--- config.mk ---
export PLATFORM = sky130hd
export DESIGN_NAME = cfg_req_engine
export DESIGN_NICKNAME = d
export VERILOG_FILES = /design/src/rtl/cfg_eng_pkg.sv /design/src/rtl/cfg_hdr_pack.sv /design/src/rtl/cfg_rd_extract.sv /design/src/rtl/cfg_req_fsm.sv /design/src/rtl/cfg_req_engine.sv
export SDC_FILE = /design/constraint.sdc
export NUM_CORES = 1
export LEC_CHECK = 0
export ABC_AREA = 1
export BUFFER_PORTS_ARGS = -buffer_cell sky130_fd_sc_hd__buf_2
export CAP_MARGIN = 20
export CORE_ASPECT_RATIO = 0.8
export CORE_MARGIN = 2
export CORE_UTILIZATION = 30
export CTS_BUF_LIST = sky130_fd_sc_hd__clkbuf_2 sky130_fd_sc_hd__clkbuf_4 sky130_fd_sc_hd__clkbuf_8
export CTS_CLUSTER_DIAMETER = 40
export CTS_CLUSTER_SIZE = 14
export DETAILED_ROUTE_END_ITERATION = 8
export GPL_TIMING_DRIVEN = 0
export PLACE_DENSITY = 0.62
export SKIP_CTS_REPAIR_TIMING = 1
export SYNTH_ARGS = -nofsm -noshare
export SYNTH_HDL_FRONTEND = slang
export SYNTH_SLANG_ARGS = --single-unit
--- constraint.sdc ---
create_clock -name clk -period 1.6 [get_ports clk]
set_input_delay 0.32 -clock clk [delete_from_list [all_inputs] [get_ports clk]]
set_output_delay 0.32 -clock clk [all_outputs]
set_load 0.02 [all_outputs]
--- src/rtl/cfg_eng_pkg.sv ---
// Package: shared constants and state type for the configuration request engine.
// Assumes a 32-bit register port and single-dword requests.
package cfg_eng_pkg;
    typedef enum logic [1:0] {
        ST_IDLE = 2'd0,
        ST_SEND = 2'd1,
        ST_WAIT = 2'd2
    } eng_state_t;

    localparam logic [2:0] A_HDR0  = 3'd0;
    localparam logic [2:0] A_HDR1  = 3'd1;
    localparam logic [2:0] A_HDR2  = 3'd2;
    localparam logic [2:0] A_WDAT  = 3'd3;
    localparam logic [2:0] A_CTRL  = 3'd4;
    localparam logic [2:0] A_RDAT  = 3'd5;

    localparam logic [4:0] TYPE_CFG0   = 5'd4;
    localparam logic [2:0] FMT_WRITE   = 3'd2;
    localparam logic [2:0] FMT_READ    = 3'd0;
    localparam logic [9:0] LEN_ONE     = 10'd1;
    localparam logic [2:0] STS_TIMEOUT = 3'b111;
endpackage

--- src/rtl/cfg_hdr_pack.sv ---
// Module: packs header dwords and aligns write data from discrete request fields.
// Assumes size code 0 = byte, 1 = halfword, 2 or 3 = dword; purely combinational.
module cfg_hdr_pack
    import cfg_eng_pkg::*;
(
    input  logic        is_write,
    input  logic [1:0]  size,
    input  logic [11:0] offset,
    input  logic [2:0]  func,
    input  logic [4:0]  dev,
    input  logic [7:0]  bus,
    input  logic [31:0] wval,
    output logic [31:0] hdr0,
    output logic [31:0] hdr1,
    output logic [31:0] hdr2,
    output logic [31:0] wdata_al
);
    logic [31:0] be_base;
    logic [4:0]  bit_shift;

    // Select the unshifted byte-enable mask for the access size.
    always_comb begin
        case (size)
            2'd0:    be_base = 32'h1;
            2'd1:    be_base = 32'h3;
            default: be_base = 32'hF;
        endcase
    end

    assign bit_shift = {offset[1:0], 3'b000};

    // Assemble the three header dwords and the aligned payload.
    always_comb begin
        hdr0     = {(is_write ? FMT_WRITE : FMT_READ), TYPE_CFG0, 14'd0, LEN_ONE};
        hdr1     = be_base << offset[1:0];
        hdr2     = {bus, dev, func, 4'd0, offset[11:2], 2'b00};
        wdata_al = wval << bit_shift;
    end
endmodule

--- src/rtl/cfg_rd_extract.sv ---
// Module: extracts a byte, halfword or dword from the stored read payload.
// Assumes a nonzero status marks the access as failed; then returns all ones.
module cfg_rd_extract (
    input  logic [31:0] rdata,
    input  logic [2:0]  status,
    input  logic [1:0]  size,
    input  logic [11:0] offset,
    output logic [31:0] rval,
    output logic        fail
);
    logic [31:0] shifted;

    assign fail    = (status != 3'd0);
    assign shifted = rdata >> {offset[1:0], 3'b000};

    // Mask the shifted payload to the access width, or force ones on failure.
    always_comb begin
        case (size)
            2'd0:    rval = {24'd0, (fail ? 8'hFF : shifted[7:0])};
            2'd1:    rval = {16'd0, (fail ? 16'hFFFF : shifted[15:0])};
            default: rval = fail ? 32'hFFFF_FFFF : shifted;
        endcase
    end
endmodule

--- src/rtl/cfg_req_fsm.sv ---
// Module: sequences one request through send and completion wait, with a timeout.
// Assumes TIMEOUT_CYCLES >= 2; the counter starts on the start cycle.
module cfg_req_fsm
    import cfg_eng_pkg::*;
#(
    parameter int TIMEOUT_CYCLES = 25_000_000
) (
    input  logic clk,
    input  logic rst_n,
    input  logic start,
    input  logic tx_ready,
    input  logic cpl_valid,
    output logic send_st,
    output logic wait_st,
    output logic done,
    output logic tmo
);
    localparam int CW = $clog2(TIMEOUT_CYCLES + 1);
    localparam logic [CW-1:0] LAST = CW'(TIMEOUT_CYCLES - 1);

    eng_state_t      st_q;
    logic [CW-1:0]   cnt_q;

    assign send_st = (st_q == ST_SEND);
    assign wait_st = (st_q == ST_WAIT);
    assign done    = wait_st && cpl_valid;
    assign tmo     = (st_q != ST_IDLE) && (cnt_q == LAST) && !done;

    // Advance the request state and the elapsed-cycle counter.
    always_ff @(posedge clk) begin
        if (!rst_n) begin
            st_q  <= ST_IDLE;
            cnt_q <= '0;
        end else begin
            case (st_q)
                ST_IDLE: begin
                    cnt_q <= '0;
                    if (start) st_q <= ST_SEND;
                end
                ST_SEND: begin
                    cnt_q <= cnt_q + 1'b1;
                    if (tmo)           st_q <= ST_IDLE;
                    else if (tx_ready) st_q <= ST_WAIT;
                end
                ST_WAIT: begin
                    cnt_q <= cnt_q + 1'b1;
                    if (done || tmo) st_q <= ST_IDLE;
                end
                default: st_q <= ST_IDLE;
            endcase
        end
    end
endmodule

--- src/rtl/cfg_req_engine.sv ---
// Module: top of the configuration request engine; holds the register file,
// drives the transmit handshake and captures completions.
// Assumes software only rewrites registers once the pending bit has cleared.
module cfg_req_engine
    import cfg_eng_pkg::*;
#(
    parameter int TIMEOUT_CYCLES = 25_000_000
) (
    input  logic        clk,
    input  logic        rst_n,
    input  logic        reg_wr,
    input  logic [2:0]  reg_addr,
    input  logic [31:0] reg_wdata,
    output logic [31:0] reg_rdata,
    output logic        tx_valid,
    input  logic        tx_ready,
    output logic [31:0] tx_hdr0,
    output logic [31:0] tx_hdr1,
    output logic [31:0] tx_hdr2,
    output logic [31:0] tx_data,
    input  logic        cpl_valid,
    input  logic [2:0]  cpl_status,
    input  logic [31:0] cpl_data,
    input  logic        hlp_write,
    input  logic [1:0]  hlp_size,
    input  logic [11:0] hlp_offset,
    input  logic [2:0]  hlp_func,
    input  logic [4:0]  hlp_dev,
    input  logic [7:0]  hlp_bus,
    input  logic [31:0] hlp_wval,
    output logic [31:0] hlp_hdr0,
    output logic [31:0] hlp_hdr1,
    output logic [31:0] hlp_hdr2,
    output logic [31:0] hlp_wdata,
    output logic [31:0] hlp_rval,
    output logic        hlp_fail
);
    logic [31:0] hdr0_q, hdr1_q, hdr2_q, wdat_q, rdat_q;
    logic        req_q;
    logic [2:0]  sts_q;
    logic        start, send_st, wait_st, cpl_done, tmo;

    assign start = reg_wr && (reg_addr == A_CTRL) && reg_wdata[0] && !req_q;

    cfg_req_fsm #(.TIMEOUT_CYCLES(TIMEOUT_CYCLES)) u_fsm (
        .clk      (clk),
        .rst_n    (rst_n),
        .start    (start),
        .tx_ready (tx_ready),
        .cpl_valid(cpl_valid),
        .send_st  (send_st),
        .wait_st  (wait_st),
        .done     (cpl_done),
        .tmo      (tmo)
    );

    // Register file: software writes when idle, engine updates on finish.
    always_ff @(posedge clk) begin
        if (!rst_n) begin
            hdr0_q <= '0;
            hdr1_q <= '0;
            hdr2_q <= '0;
            wdat_q <= '0;
            rdat_q <= '0;
            req_q  <= 1'b0;
            sts_q  <= '0;
        end else begin
            if (reg_wr && !req_q) begin
                case (reg_addr)
                    A_HDR0: hdr0_q <= reg_wdata;
                    A_HDR1: hdr1_q <= reg_wdata;
                    A_HDR2: hdr2_q <= reg_wdata;
                    A_WDAT: wdat_q <= reg_wdata;
                    A_CTRL: if (reg_wdata[0]) begin
                        req_q <= 1'b1;
                        sts_q <= '0;
                    end
                    default: ;
                endcase
            end
            if (cpl_done) begin
                req_q  <= 1'b0;
                sts_q  <= cpl_status;
                rdat_q <= cpl_data;
            end else if (tmo) begin
                req_q <= 1'b0;
                sts_q <= STS_TIMEOUT;
            end
        end
    end

    // Read mux for the register port.
    always_comb begin
        case (reg_addr)
            A_HDR0:  reg_rdata = hdr0_q;
            A_HDR1:  reg_rdata = hdr1_q;
            A_HDR2:  reg_rdata = hdr2_q;
            A_WDAT:  reg_rdata = wdat_q;
            A_CTRL:  reg_rdata = {24'd0, sts_q, 4'd0, req_q};
            A_RDAT:  reg_rdata = rdat_q;
            default: reg_rdata = '0;
        endcase
    end

    assign tx_valid = send_st;
    assign tx_hdr0  = hdr0_q;
    assign tx_hdr1  = hdr1_q;
    assign tx_hdr2  = hdr2_q;
    assign tx_data  = wdat_q;

    cfg_hdr_pack u_pack (
        .is_write(hlp_write),
        .size    (hlp_size),
        .offset  (hlp_offset),
        .func    (hlp_func),
        .dev     (hlp_dev),
        .bus     (hlp_bus),
        .wval    (hlp_wval),
        .hdr0    (hlp_hdr0),
        .hdr1    (hlp_hdr1),
        .hdr2    (hlp_hdr2),
        .wdata_al(hlp_wdata)
    );

    cfg_rd_extract u_extract (
        .rdata (rdat_q),
        .status(sts_q),
        .size  (hlp_size),
        .offset(hlp_offset),
        .rval  (hlp_rval),
        .fail  (hlp_fail)
    );
endmodule

# After elaboration in Yosys (flattened, before gate mapping)
# Cells that the tools add are included.
classes:
  bitwise_logic: 1
  add_sub_neg: 1
  mux: 18
  n_eq_ne: 12
  reduce_logical: 28
  n_shift: 3
op_table:
  columns: ["cell", "n"]
  rows:
  - ["$pmux 32 s6", 1]
  - ["$pmux 32 s2", 1]
  - ["$pmux 25 s2", 1]
  - ["$mux 32", 1]
  - ["$shl 32x5->32", 1]
  - ["$shl 4x2->32", 1]
  - ["$shr 32x5->32", 1]
  - ["$add 25x1->25 const B", 1]
  - ["$eq 25x25->1 const B", 1]
  - ["$mux 16", 1]
  - ["$mux 3", 5]
  - ["$reduce_bool 3->1", 4]
  - ["$mux 2", 5]
  - ["$reduce_and 3->1", 3]
  - ["$mux 8", 1]
  - ["$pmux 4 s2", 1]
  - ["$reduce_and 2->1", 4]
  - ["$logic_and 1x1->1", 7]
  - ["$eq 3x2->1 const B", 2]
  - ["$eq 3x3->1 const B", 2]
  - ["$pmux 2 s3", 1]
  - ["$eq 2x1->1 const B", 2]
  - ["$logic_not 2->1", 2]
  - ["$ne 2x2->1 const B", 2]
  - ["other kinds (10)", 12]
word_totals:
  input_bits: 138
  elab_cells: 72
  output_inout_bits: 322
  reg_bits: 191

# Depth between registers and ports, before layout
# Gate-level depths: netlist of the first run.
depth:
  ltp_word: 7
  ltp_mapped: 13
  mapped_depth_nobuf: 13

# Hierarchy
# From an unflattened synthesis of the first run, not the netlist that was laid out.
hier_totals:
  hier_cells: 1677
  area_unflattened_um2: 10585.2
by_module_without_submodules:
  columns: ["mod", "area_each_um2", "seq_area_each_um2", "cells_each", "n_inst"]
  rows:
  - ["cfg_req_engine", 6784.0, 3283.1, 978, 1]
  - ["cfg_req_fsm", 1575.3, 540.5, 251, 1]
  - ["cfg_hdr_pack", 1447.6, 0.0, 274, 1]
  - ["cfg_rd_extract", 778.2, 0.0, 174, 1]

# Least setup slack after synthesis of the first run
# Ideal clock, no wire load.
synth_timing:
  path_kind: "input to output"
  start: "input port hlp_offset[0]"
  end: "output port hlp_wdata[23]"
  t_arrival_ns: 1.504
  stages: 4
  required_ns: 1.280
  path_slack_ns: -0.224
  n_path_buf: 2
  path_cell_list: "clkbuf_1 > clkbuf_1 > nor2_1 > o32ai_1"
synth_via:
  elab_chain_cells: 1
synth_rtl:
  columns: ["element", "line_no", "source"]
  rows:
  - ["start: declaration", "cfg_req_engine.sv:26", "input logic [11:0] hlp_offset,"]
  - ["$shl 32x5->32", "cfg_hdr_pack.sv:37", "wdata_al = wval << bit_shift;"]
  - ["end: declaration", "cfg_req_engine.sv:34", "output logic [31:0] hlp_wdata,"]
# Every way passes these cells.

# Worst setup path in the final report of the first run
layout_timing:
  start: "register sts_q[1]"
  end: "output port hlp_rval[5]"
layout_via:
  elab_chain_cells: 3
  word_cells_on_any_way: 5
  cone_classes: "mux (4); reduce/logical (1)"
layout_rtl:
  columns: ["element", "line_no", "source"]
  rows:
  - ["start: declaration", "cfg_req_engine.sv:40", "logic [2:0] sts_q;"]
  - ["start signal: assignment", "cfg_req_engine.sv:83", "sts_q <= cpl_status;"]
  - ["$reduce_bool 3->1 (*)", "cfg_rd_extract.sv:13", "assign fail = (status != 3'd0);"]
  - ["$mux 32, or another cell as far along", "cfg_rd_extract.sv:21", "default: rval = fail ? 32'hFFFF_FFFF : shifted;"]
  - ["$pmux 32 s2 (*)", "cfg_rd_extract.sv:18", "case (size)"]
  - ["end: declaration", "cfg_req_engine.sv:35", "output logic [31:0] hlp_rval,"]
# Mark *: on every way between the ends. The rest lies on a longest branch, timed or not.

==> results.ini, run 1 <==
[global_routing]
grt_pass1_vias=10500
grt_max_degree=17
grt_pass1_wl_microns=65800
antenna_found_initial=3
grt.total_usage=0.256
grt_overflow=0

[route]
vias_per_cell=4.98
ant_nets=0
avgRoutedWirePerCell_microns=19.7
drtIter0Drc=1135
num_vias=11800
drc=0
wl_microns=46700
dr.pass1.iters=5

[worst_hold_path]
hold_path_startpoint=cpl_data[15]
worstHoldPathType=in -> reg

[finish]
syn_to_final_growth_pct=53.1
layout.nets=2071
postLayoutCoreUtil=0.465
layout_commonest_cell=nor2_1
stdcell_count=2372
final.fill_count=3288
drive_gt1_frac=0.430
mostFrequentLayoutCells=nor2_1 (358), buf_2 (315), o21ai_0 (169)
design_area_sq_mm=0.0150

[power]
seqPwrFrac=0.406
irDropWorstVdd_uv=576
switchingPower_uw=4950
power_frac_comb=0.326
total_power_uw=13500
switching_share=0.367
powerDensity_mw_per_mm2=898
leakagePower_uw=0.00703
power_frac_clock=0.268
p_int_uw=8540

[timing]
fmax_ghz=0.489
hold_violations=0
slew_headroom=0.538
final-setup-viol-count=73
fin_crit_sh=1.28
finalCriticalPeriod_ps=2040
tightest_slew_ps=693
clock_skew_ps=10.6
worst_slack_ps=-444
slew_violations=0
rsz0062_at_grt=yes

[critical_path]
cp-start-kind=register
required_ps=1280
crit_slowest_cell=dfxtp_4
cp.arrival_ps=1720
worstPathCellList=nor3_4 > buf_12 > inv_8 > a21oi_4 > o31ai_4 > buf_6
crit_fanout=9
criticalPathCategory=reg -> out
r2r_start=u_fsm.st_q[0]
max_stage_delay_ps=370
critPathCaptureType=primary output
crit_start=sts_q[1]

[synthesis]
yosysSeqAreaShare=0.390
netlist_area_sq_mm=0.00981
synth_cell_type_count=38
syn_area_per_cell_sq_um=6.85
yosys_register_bits=191
yosysWarnings=0
synthesis.instances=1432

[die]
dieArea_sq_mm=0.0342
io-pin-count=460
chipWidth_microns=206
row_count=59
start_util=0.303
core_sq_mm=0.0323
die_height_microns=166

[clock_tree]
root_buffer=clkbuf_8
cts_tree=yes
cts_buffer_depth=2
htreeDepth=4
cts.sinks=191
clk_pin_slew_ps=100
clock_latency_ps=480
numCtsBuffers=17

[placed_design]
place_area_sq_mm=0.0126
dp.cells=2288
place_congestion=0.863
dp_hpwl_microns=36300
portBuffers=369

[flow_run]
drv_cap=0

[run_status]
status=complete, but fails checks
violations=negative setup slack

power groups by stage:
stage | Combinational, uW | Sequential, uW | Clock (uW)
global placement | 3450 | 5500 | 0
finish | 4400 | 5480 | 3610
detailed placement | 3490 | 5510 | 0
CTS | 3500 | 5400 | 3630
global route | 4720 | 5510 | 3830
floorplan | 2150 | 5460 | 0
final timing paths:
| kind | to | slack, ps | cells after the start |
|---|---|---|---|
| min reg2reg | u_fsm.cnt_q[4] | 450 | 1 |
| max | hlp_rval[5] | -440 | 6 |
| min | rdat_q[15] | 80 | 3 |
| max reg2reg | u_fsm.cnt_q[22] | -130 | 13 |
flip-flops by register name, indices dropped and copies added (netlist names):
| signal | cells |
|---|---|
| tx_data | 32 |
| sts_q | 3 |
| tx_hdr0 | 32 |
| tx_hdr2 | 32 |
| req_q | 1 |
| u_fsm.st_q | 2 |
| rdat_q | 32 |
| tx_hdr1 | 32 |
| u_fsm.cnt_q | 25 |
synth_stat cells, drive strengths merged:
cell,n,area share
xnor2,1,0.00089
clkbuf,63,0.024
a21o,1,0.00077
nor2,377,0.15
o22ai,7,0.0045
inv,75,0.029
a221oi,1,0.00089
o211ai,1,0.00077
a31oi,12,0.0077
nand3,50,0.026
nor4,1,0.00064
conb,2,0.00077
a22oi,69,0.053
a22o,1,0.00089
ha,5,0.0064
xor2,2,0.0018
o32ai,1,0.00089
clkinv,3,0.0011
a211oi,5,0.0038
nand4,8,0.0051
and3,1,0.00064
o31ai,4,0.0031
nor3,13,0.011
nand2,138,0.053
dfxtp,191,0.39
o21ai,208,0.11
a21oi,77,0.039
buf,115,0.082
layer usage:
layer,vias to the layer above,global-route usage,wire [microns]
met1,5584,0.362,20700
met5,-,0,0
met3,43,0.0532,3990
met4,0,0.0730,805
met2,568,0.392,21200
li1,5620,-,-
area by class of cell:
cell class | instances | area, sq um | share of cell area
Sequential cell | 191 | 3900 | 0.260
Tap cell | 427 | 534 | 0.0356
Antenna cell | 4 | 10.0 | 0.000666
Clock inverter | 10 | 146 | 0.00975
Inverter | 78 | 323 | 0.0215
Multi-Input combinational cell | 1045 | 5780 | 0.385
Buffer | 178 | 1390 | 0.0922
Timing Repair Buffer | 417 | 2650 | 0.177
Clock buffer | 22 | 290 | 0.0193
critical path: cells and delay by family (launching register included):
kind	cells	cell delay [ps]
flip-flops	1	370
AND/OR/NAND/NOR	1	210
buffers and inverters	3	380
AO/OA/AOI/OAI	2	270
cells by family (layout without fill, tap and decap cells):
kind of cell / Yosys count / count (layout) / share of synthesized area
buffers and inverters: 256 / 705 / 0.136
flip-flops: 191 / 191 / 0.390
AO/OA/AOI/OAI: 387 / 387 / 0.221
XOR/XNOR: 3 / 3 / 0.00268
AND/OR/NAND/NOR: 588 / 588 / 0.243
other: 2 / 66 / 0.000765
adder cells (fa/ha/maj): 5 / 5 / 0.00638
stage by stage:
stage,setup TNS [ps],worst slack [ps],hold WS (ps)
6_report,-19180,-444,83.7
5_1_grt,-25330,-515,94.5
4_1_cts,-86830,-973,64.5
3_5_place_dp,-98670,-823,465
3_3_place_gp,-92210,-796,457
2_1_floorplan,-572,-54.8,443
(Power assumes the default switching activity.)
==> run 2: changes to the inputs <==
Settings changed: PLACE_DENSITY 0.62 to not set.
==> run 2 against run 1 <==
- the run still ends with negative setup slack left
- total power increased by 3.1%
- die area unchanged
- critical path depth unchanged
- clock power decreased by 1%
- utilization increased by 1.8 points
- worst setup slack improved by 14 ps
- clock skew increased by 8.0 ps
- register-to-register slack got worse by 30 ps
- sequential power about the same
- critical path type unchanged
- highest routed layer is now met5
==> results.ini, run 2 (same netlist as run 1, synthesis figures left out) <==
[clock_tree]
htreeDepth=4  ; unchanged
cts.sinks=191  ; unchanged
clk_pin_slew_ps=100  ; about the same
cts_buffer_depth=2  ; unchanged
cts_tree=yes  ; unchanged
numCtsBuffers=17  ; unchanged
root_buffer=clkbuf_8  ; unchanged
clock_latency_ps=500  ; was 480 ps

[critical_path]
rrSetupSlack_ps=-160  ; was -130 ps
critPathCaptureType=primary output  ; unchanged
max_stage_delay_ps=360  ; was 370 ps
required_ps=1280  ; about the same
cp-start-kind=register  ; unchanged
crit_slowest_cell=dfxtp_4  ; unchanged
worstPathCellList=nor3_4 > buf_12 > buf_12 > buf_12 > a21oi_1 > buf_4  ; was nor3_4 > buf_12 > inv_8 > a21oi_4 > o31ai_4 > buf_6
cp.arrival_ps=1710  ; was 1720 ps
criticalPathCategory=reg -> out  ; unchanged
crit_fanout=5  ; was 9
cp_common_cell=buf_12

[finish]
final.fill_count=3272  ; was 3288
layout_commonest_cell=nor2_1  ; unchanged
num_antenna_cells=0  ; was 4
stdcell_count=2385  ; was 2372
layout.nets=2090  ; was 2071
syn_to_final_growth_pct=59.2  ; was 53.1%
postLayoutCoreUtil=0.483  ; was 0.465
mostFrequentLayoutCells=nor2_1 (358), buf_2 (308), o21ai_0 (171)  ; was nor2_1 (358), buf_2 (315), o21ai_0 (169)
regArea_sq_mm=0.00392  ; was 0.00390 sq mm
multiInputGateArea_sq_mm=0.00595  ; was 0.00578 sq mm
drive_gt1_frac=0.448  ; was 0.430

[global_routing]
antenna_found_initial=1  ; was 3
grt_pass1_wl_microns=65900  ; was 65800 microns
grt_overflow=0  ; unchanged
met2_usage=0.396  ; was 0.392
grt.total_usage=0.257  ; was 0.256
grt_max_degree=17  ; unchanged
grt_busiest_layer=met2  ; unchanged
grt_pass1_vias=10500  ; about the same
met3_usage=0.0648  ; was 0.0532
use_met1=0.358  ; was 0.362

[run_status]
violations=negative setup slack  ; unchanged
status=complete, but fails checks  ; unchanged

[die]
dieArea_sq_mm=0.0342  ; unchanged
core_sq_mm=0.0323  ; unchanged
die_height_microns=166  ; unchanged
io-pin-count=460  ; unchanged
row_count=59  ; unchanged
chipWidth_microns=206  ; unchanged
start_util=0.303  ; unchanged

[route]
avgRoutedWirePerCell_microns=20.0  ; was 19.7 microns
ant_nets=0  ; unchanged
wl_microns=47700  ; was 46700 microns
drtIter0Drc=837  ; was 1135
vias_per_cell=4.98  ; about the same
dr.pass1.iters=5  ; unchanged
drc=0  ; unchanged
num_vias=11900  ; was 11800

[timing]
whs_ps=72.6  ; was 83.7 ps
slew_violations=0  ; unchanged
hold_violations=0  ; unchanged
tightest_slew_ps=691  ; was 693 ps
clock_skew_ps=18.6  ; was 10.6 ps
rsz0062_at_grt=yes  ; unchanged
tns_ps=-16760  ; was -19180 ps
fin_crit_sh=1.27  ; was 1.28
slew_headroom=0.540  ; was 0.538
worst_slack_ps=-430  ; was -444 ps
finalCriticalPeriod_ps=2030  ; was 2040 ps
fmax_ghz=0.492  ; was 0.489 GHz
final-setup-viol-count=86  ; was 73

[power]
leakagePower_uw=0.00723  ; was 0.00703 uW
powerDensity_mw_per_mm2=890  ; was 898 mW/mm^2
irDropWorstVdd_uv=578  ; was 576 uV

[placed_design]
portBuffers=369  ; unchanged
place_ws_ps=-806  ; was -823 ps
place_congestion=0.866  ; was 0.863
dp_hpwl_microns=36300  ; about the same
dp.cells=2288  ; unchanged

[worst_hold_path]
worstHoldPathType=in -> reg  ; unchanged

[flow_run]
drv_cap=0  ; unchanged

==> run 2: layer usage <==
layer / share of wire / vias to the layer above
met4: 0.018 / 2
met5: 0.00040 / -
met3: 0.085 / 58
li1: - / 5648
met1: 0.44 / 5648
met2: 0.45 / 510
==> run 2: critical path, delay by kind of cell (launching register included) <==
| family | cells | cell delay (ps) |
|---|---|---|
| buffers and inverters | 4 | 590 |
| flip-flops | 1 | 360 |
| AND/OR/NAND/NOR | 1 | 210 |
| AO/OA/AOI/OAI | 1 | 70 |
==> run 2: path summary, 6_finish.rpt <==
| path | from | endpoint | depth (start not counted) |
|---|---|---|---|
| min | cpl_data[15] | rdat_q[15] | 3 |
| min reg2reg | req_q | req_q | 2 |
| max | sts_q[1] | hlp_rval[15] | 6 |
| max reg2reg | u_fsm.st_q[1] | u_fsm.cnt_q[18] | 12 |
==> run 2: layout make-up <==
class / instances / share of cell area
timing repair buffer: 437 / 0.195
multi-input combinational: 1045 / 0.381
tap: 427 / 0.0342
clock buffer: 21 / 0.0181
inverter: 78 / 0.0226
sequential: 191 / 0.251
buffer: 177 / 0.0895
clock inverter: 9 / 0.00857
==> run 2: report_power, final <==
part	internal, uW	leakage, uW	switching, uW
clock	1680	0.000205	1890
combinational	2030	0.00545	2790
sequential	5080	0.00158	431
==> run 2: per-stage QoR <==
| step | instance area, sq um | power, uW |
|---|---|---|
| 2_1_floorplan | 10200 | 7610 |
| 3_3_place_gp | 12600 | 8970 |
| 6_report | 15600 | 13900 |
| 4_1_cts | 13000 | 12500 |
| 5_1_grt | 15600 | 14500 |
| 3_5_place_dp | 12600 | 9010 |
==> run 3: changes to the inputs <==
Settings changed: SYNTH_HIERARCHICAL set to 1.
==> run 3 against run 2 <==
- the flow still finishes with violations (negative setup slack)
- combinational power is 2% lower
- sequential power is 1% lower
- utilization shrank 3.4 points
- sequential cell count unchanged
- synthesized cell count increased by 17%
- clock skew up 4.1 ps
- final cell count is 12% higher
- critical path depth stayed put
- register-to-register slack improved by 60 ps
- sequential share of layout area hardly changed
- global-route usage is 1.4 points lower
- area after synthesis is 7.9% higher
- largest cell class unchanged
==> results.ini, run 3 <==
[run_status]
status=complete, but fails checks  ; unchanged
violations=negative setup slack  ; unchanged

[critical_path]
crit_fanout=5  ; unchanged
rrSetupSlack_ps=-100  ; was -160 ps
r2r_end=u_fsm/cnt_q[19]  ; was u_fsm.cnt_q[18]
path_buf_inv=2  ; was 4
cp-start-kind=register  ; unchanged
crit_slowest_cell=dfxtp_2  ; was dfxtp_4
crit_family=flip-flops  ; was buffers and inverters
required_ps=1280  ; about the same
crit_start=sts_q[1]  ; unchanged
max_stage_delay_ps=360  ; about the same
critPathCaptureType=primary output  ; unchanged
cp_common_cell=buf_4  ; was buf_12
worstPathCellList=nor2_4 > nand2_4 > buf_4 > nor2_1 > a21oi_1 > buf_4  ; was nor3_4 > buf_12 > buf_12 > buf_12 > a21oi_1 > buf_4
cp.arrival_ps=1630  ; was 1710 ps
criticalPathCategory=reg -> out  ; unchanged
r2r_start=u_fsm/st_q[0]  ; was u_fsm.st_q[1]
rr_worst_depth=11  ; was 12

[worst_hold_path]
min_to=rdat_q[19]  ; was rdat_q[15]
worstHoldPathType=in -> reg  ; unchanged
hold_depth=3  ; unchanged
hold_path_startpoint=cpl_data[19]  ; was cpl_data[15]

[flow_run]
drv_cap=0  ; unchanged

[route]
avgRoutedWirePerCell_microns=18.0  ; was 20.0 microns
drtIter0Drc=1091  ; was 837
vias_per_cell=4.77  ; was 4.98
wl_microns=48100  ; was 47700 microns
drc=0  ; unchanged
ant_nets=0  ; unchanged
num_vias=12800  ; was 11900
dr.pass1.iters=5  ; unchanged

[die]
chipWidth_microns=214  ; was 206 microns
start_util=0.305  ; was 0.303
die_height_microns=172  ; was 166 microns
core_sq_mm=0.0347  ; was 0.0323 sq mm
dieArea_sq_mm=0.0368  ; was 0.0342 sq mm
row_count=61  ; was 59
io-pin-count=460  ; unchanged

[synthesis]
syn_area_per_cell_sq_um=6.31  ; was 6.85 sq um
yosysTopAreaCell=dfxtp_1  ; unchanged
ys_top_cells_by_area=dfxtp_1 (36%), nor2_1 (14%), nand2_1 (12%)  ; was dfxtp_1 (39%), nor2_1 (14%), o21ai_0 (10%)
synthesis.instances=1677  ; was 1432
synth_top_area_share=0.361  ; was 0.390
synthFlopType=dfxtp_1  ; unchanged
yosysWarnings=6  ; was 0
yosysSeqAreaShare=0.361  ; was 0.390
yosysMostFrequentCell=nor2_1  ; unchanged
netlist_area_sq_mm=0.0106  ; was 0.00981 sq mm
synth-edff-count=0  ; unchanged
synthArstFlopShare=0  ; unchanged
synth_cell_type_count=33  ; was 38
yosys_register_bits=191  ; unchanged
synthTopCellsByCount=nor2_1 (404), nand2_1 (326), dfxtp_1 (191), o21ai_0 (170), inv_1 (138)  ; was nor2_1 (373), o21ai_0 (203), dfxtp_1 (191), nand2_1 (136), buf_4 (95)

[timing]
finalCriticalPeriod_ps=1950  ; was 2030 ps
rsz0062_at_grt=yes  ; unchanged
slew_violations=0  ; unchanged
tns_ps=-12400  ; was -16760 ps
worst_slack_ps=-350  ; was -430 ps
hold_violations=0  ; unchanged
tightest_slew_ps=702  ; was 691 ps
fmax_ghz=0.513  ; was 0.492 GHz
final-setup-viol-count=73  ; was 86
clock_skew_ps=22.7  ; was 18.6 ps
slew_headroom=0.530  ; was 0.540
fin_crit_sh=1.22  ; was 1.27

[placed_design]
place_congestion=0.919  ; was 0.866
portBuffers=370  ; was 369
dp_hpwl_microns=37200  ; was 36300 microns

[clock_tree]
htreeDepth=4  ; unchanged
clock_latency_ps=500  ; about the same
clk_pin_slew_ps=110  ; was 100 ps
cts_buffer_depth=2  ; unchanged
root_buffer=clkbuf_8  ; unchanged
cts.sinks=191  ; unchanged
cts_tree=yes  ; unchanged
numCtsBuffers=17  ; unchanged

[global_routing]
grt_pass1_wl_microns=68500  ; was 65900 microns
grt_overflow=0  ; unchanged
grt.total_usage=0.243  ; was 0.257
grt_pass1_vias=11400  ; was 10500
antenna_found_initial=10  ; was 1
grt_max_degree=22  ; was 17

[finish]
layout.nets=2324  ; was 2090
drive_gt1_frac=0.396  ; was 0.448
postLayoutCoreUtil=0.449  ; was 0.483
syn_to_final_growth_pct=47.3  ; was 59.2%
mostFrequentLayoutCells=nor2_1 (366), buf_2 (337), nand2_1 (301)  ; was nor2_1 (358), buf_2 (308), o21ai_0 (171)
layout_commonest_cell=nor2_1  ; unchanged

[power]
powerDensity_mw_per_mm2=876  ; was 890 mW/mm^2
leakagePower_uw=0.00779  ; was 0.00723 uW
irDropWorstVdd_uv=613  ; was 578 uV

run 3: changes by cell type after synthesis, moves of 32 or more:
cell / before / now
buf_2: 14 / 46
a22oi_1: 69 / 1
nand2_1: 136 / 326
inv_1: 68 / 138
o21ai_0: 203 / 170
clkbuf_1: 63 / 25
run 3: worst max-delay path by stage:
stage,to,slack [ps],cells past startpoint
6_report,hlp_rval[14],-350,6
5_1_grt,hlp_rval[31],-400,6
4_1_cts,hlp_rval[30],-740,6
3_5_place_dp,reg_rdata[3],-530,8
3_3_place_gp,reg_rdata[3],-520,8
2_1_floorplan,hlp_rval[18],40,5
run 3: logic make-up after synthesis:
group / count (synthesis) / synth area share
other: 2 / 0.000709
adders and majority gates: 6 / 0.00709
AOI/OAI and AO/OA: 290 / 0.140
buffers and inverters: 329 / 0.161
DFF: 191 / 0.361
and+or+nand+nor: 859 / 0.330
run 3: cell type report:
cell class	count	area [sq um]
clock inverter	15	209
buffer	177	1340
multi-input combinational	1219	6000
inverter	152	647
timing repair buffer	422	2640
antenna	6	15.0
fill	3667	19100
clock buffer	17	234
tap	472	591
sequential	191	3910
run 3: per-stage QoR:
| stage | cell area [sq um] | hold WS [ps] | instances | setup WS [ps] | total power (uW) |
|---|---|---|---|---|---|
| floorplan | 10800 | 441 | 1737 | 38.9 | 7640 |
| global placement | 13300 | 455 | 2579 | -519 | 9000 |
| detailed placement | 13300 | 459 | 2579 | -534 | 9050 |
| CTS | 13700 | 45.4 | 2611 | -742 | 12500 |
| global route | 15600 | 22.5 | 2670 | -398 | 14300 |
| finish | 15600 | 59.4 | 2671 | -350 | 13700 |
run 3: routing by layer:
layer | vias up | track usage | part of all wire
met2 | 573 | 0.397 | 0.47
met4 | 8 | 0.0751 | 0.028
li1 | 6167 | - | -
met5 | - | 0 | 0.0010
met1 | 5923 | 0.309 | 0.41
met3 | 82 | 0.0712 | 0.093
run 3: report_power, final:
part           switching (uW)  internal (uW)  leakage [uW]  total (uW)
sequential                342           5100       0.00158        5440
clock                    2130           1370      0.000221        3500
combinational            2860           1850       0.00599        4710
run 3: tightest hold or removal path, stage by stage:
cell and delay [ps]:
buf_2 80, nor2_1 30, nor2_1 80
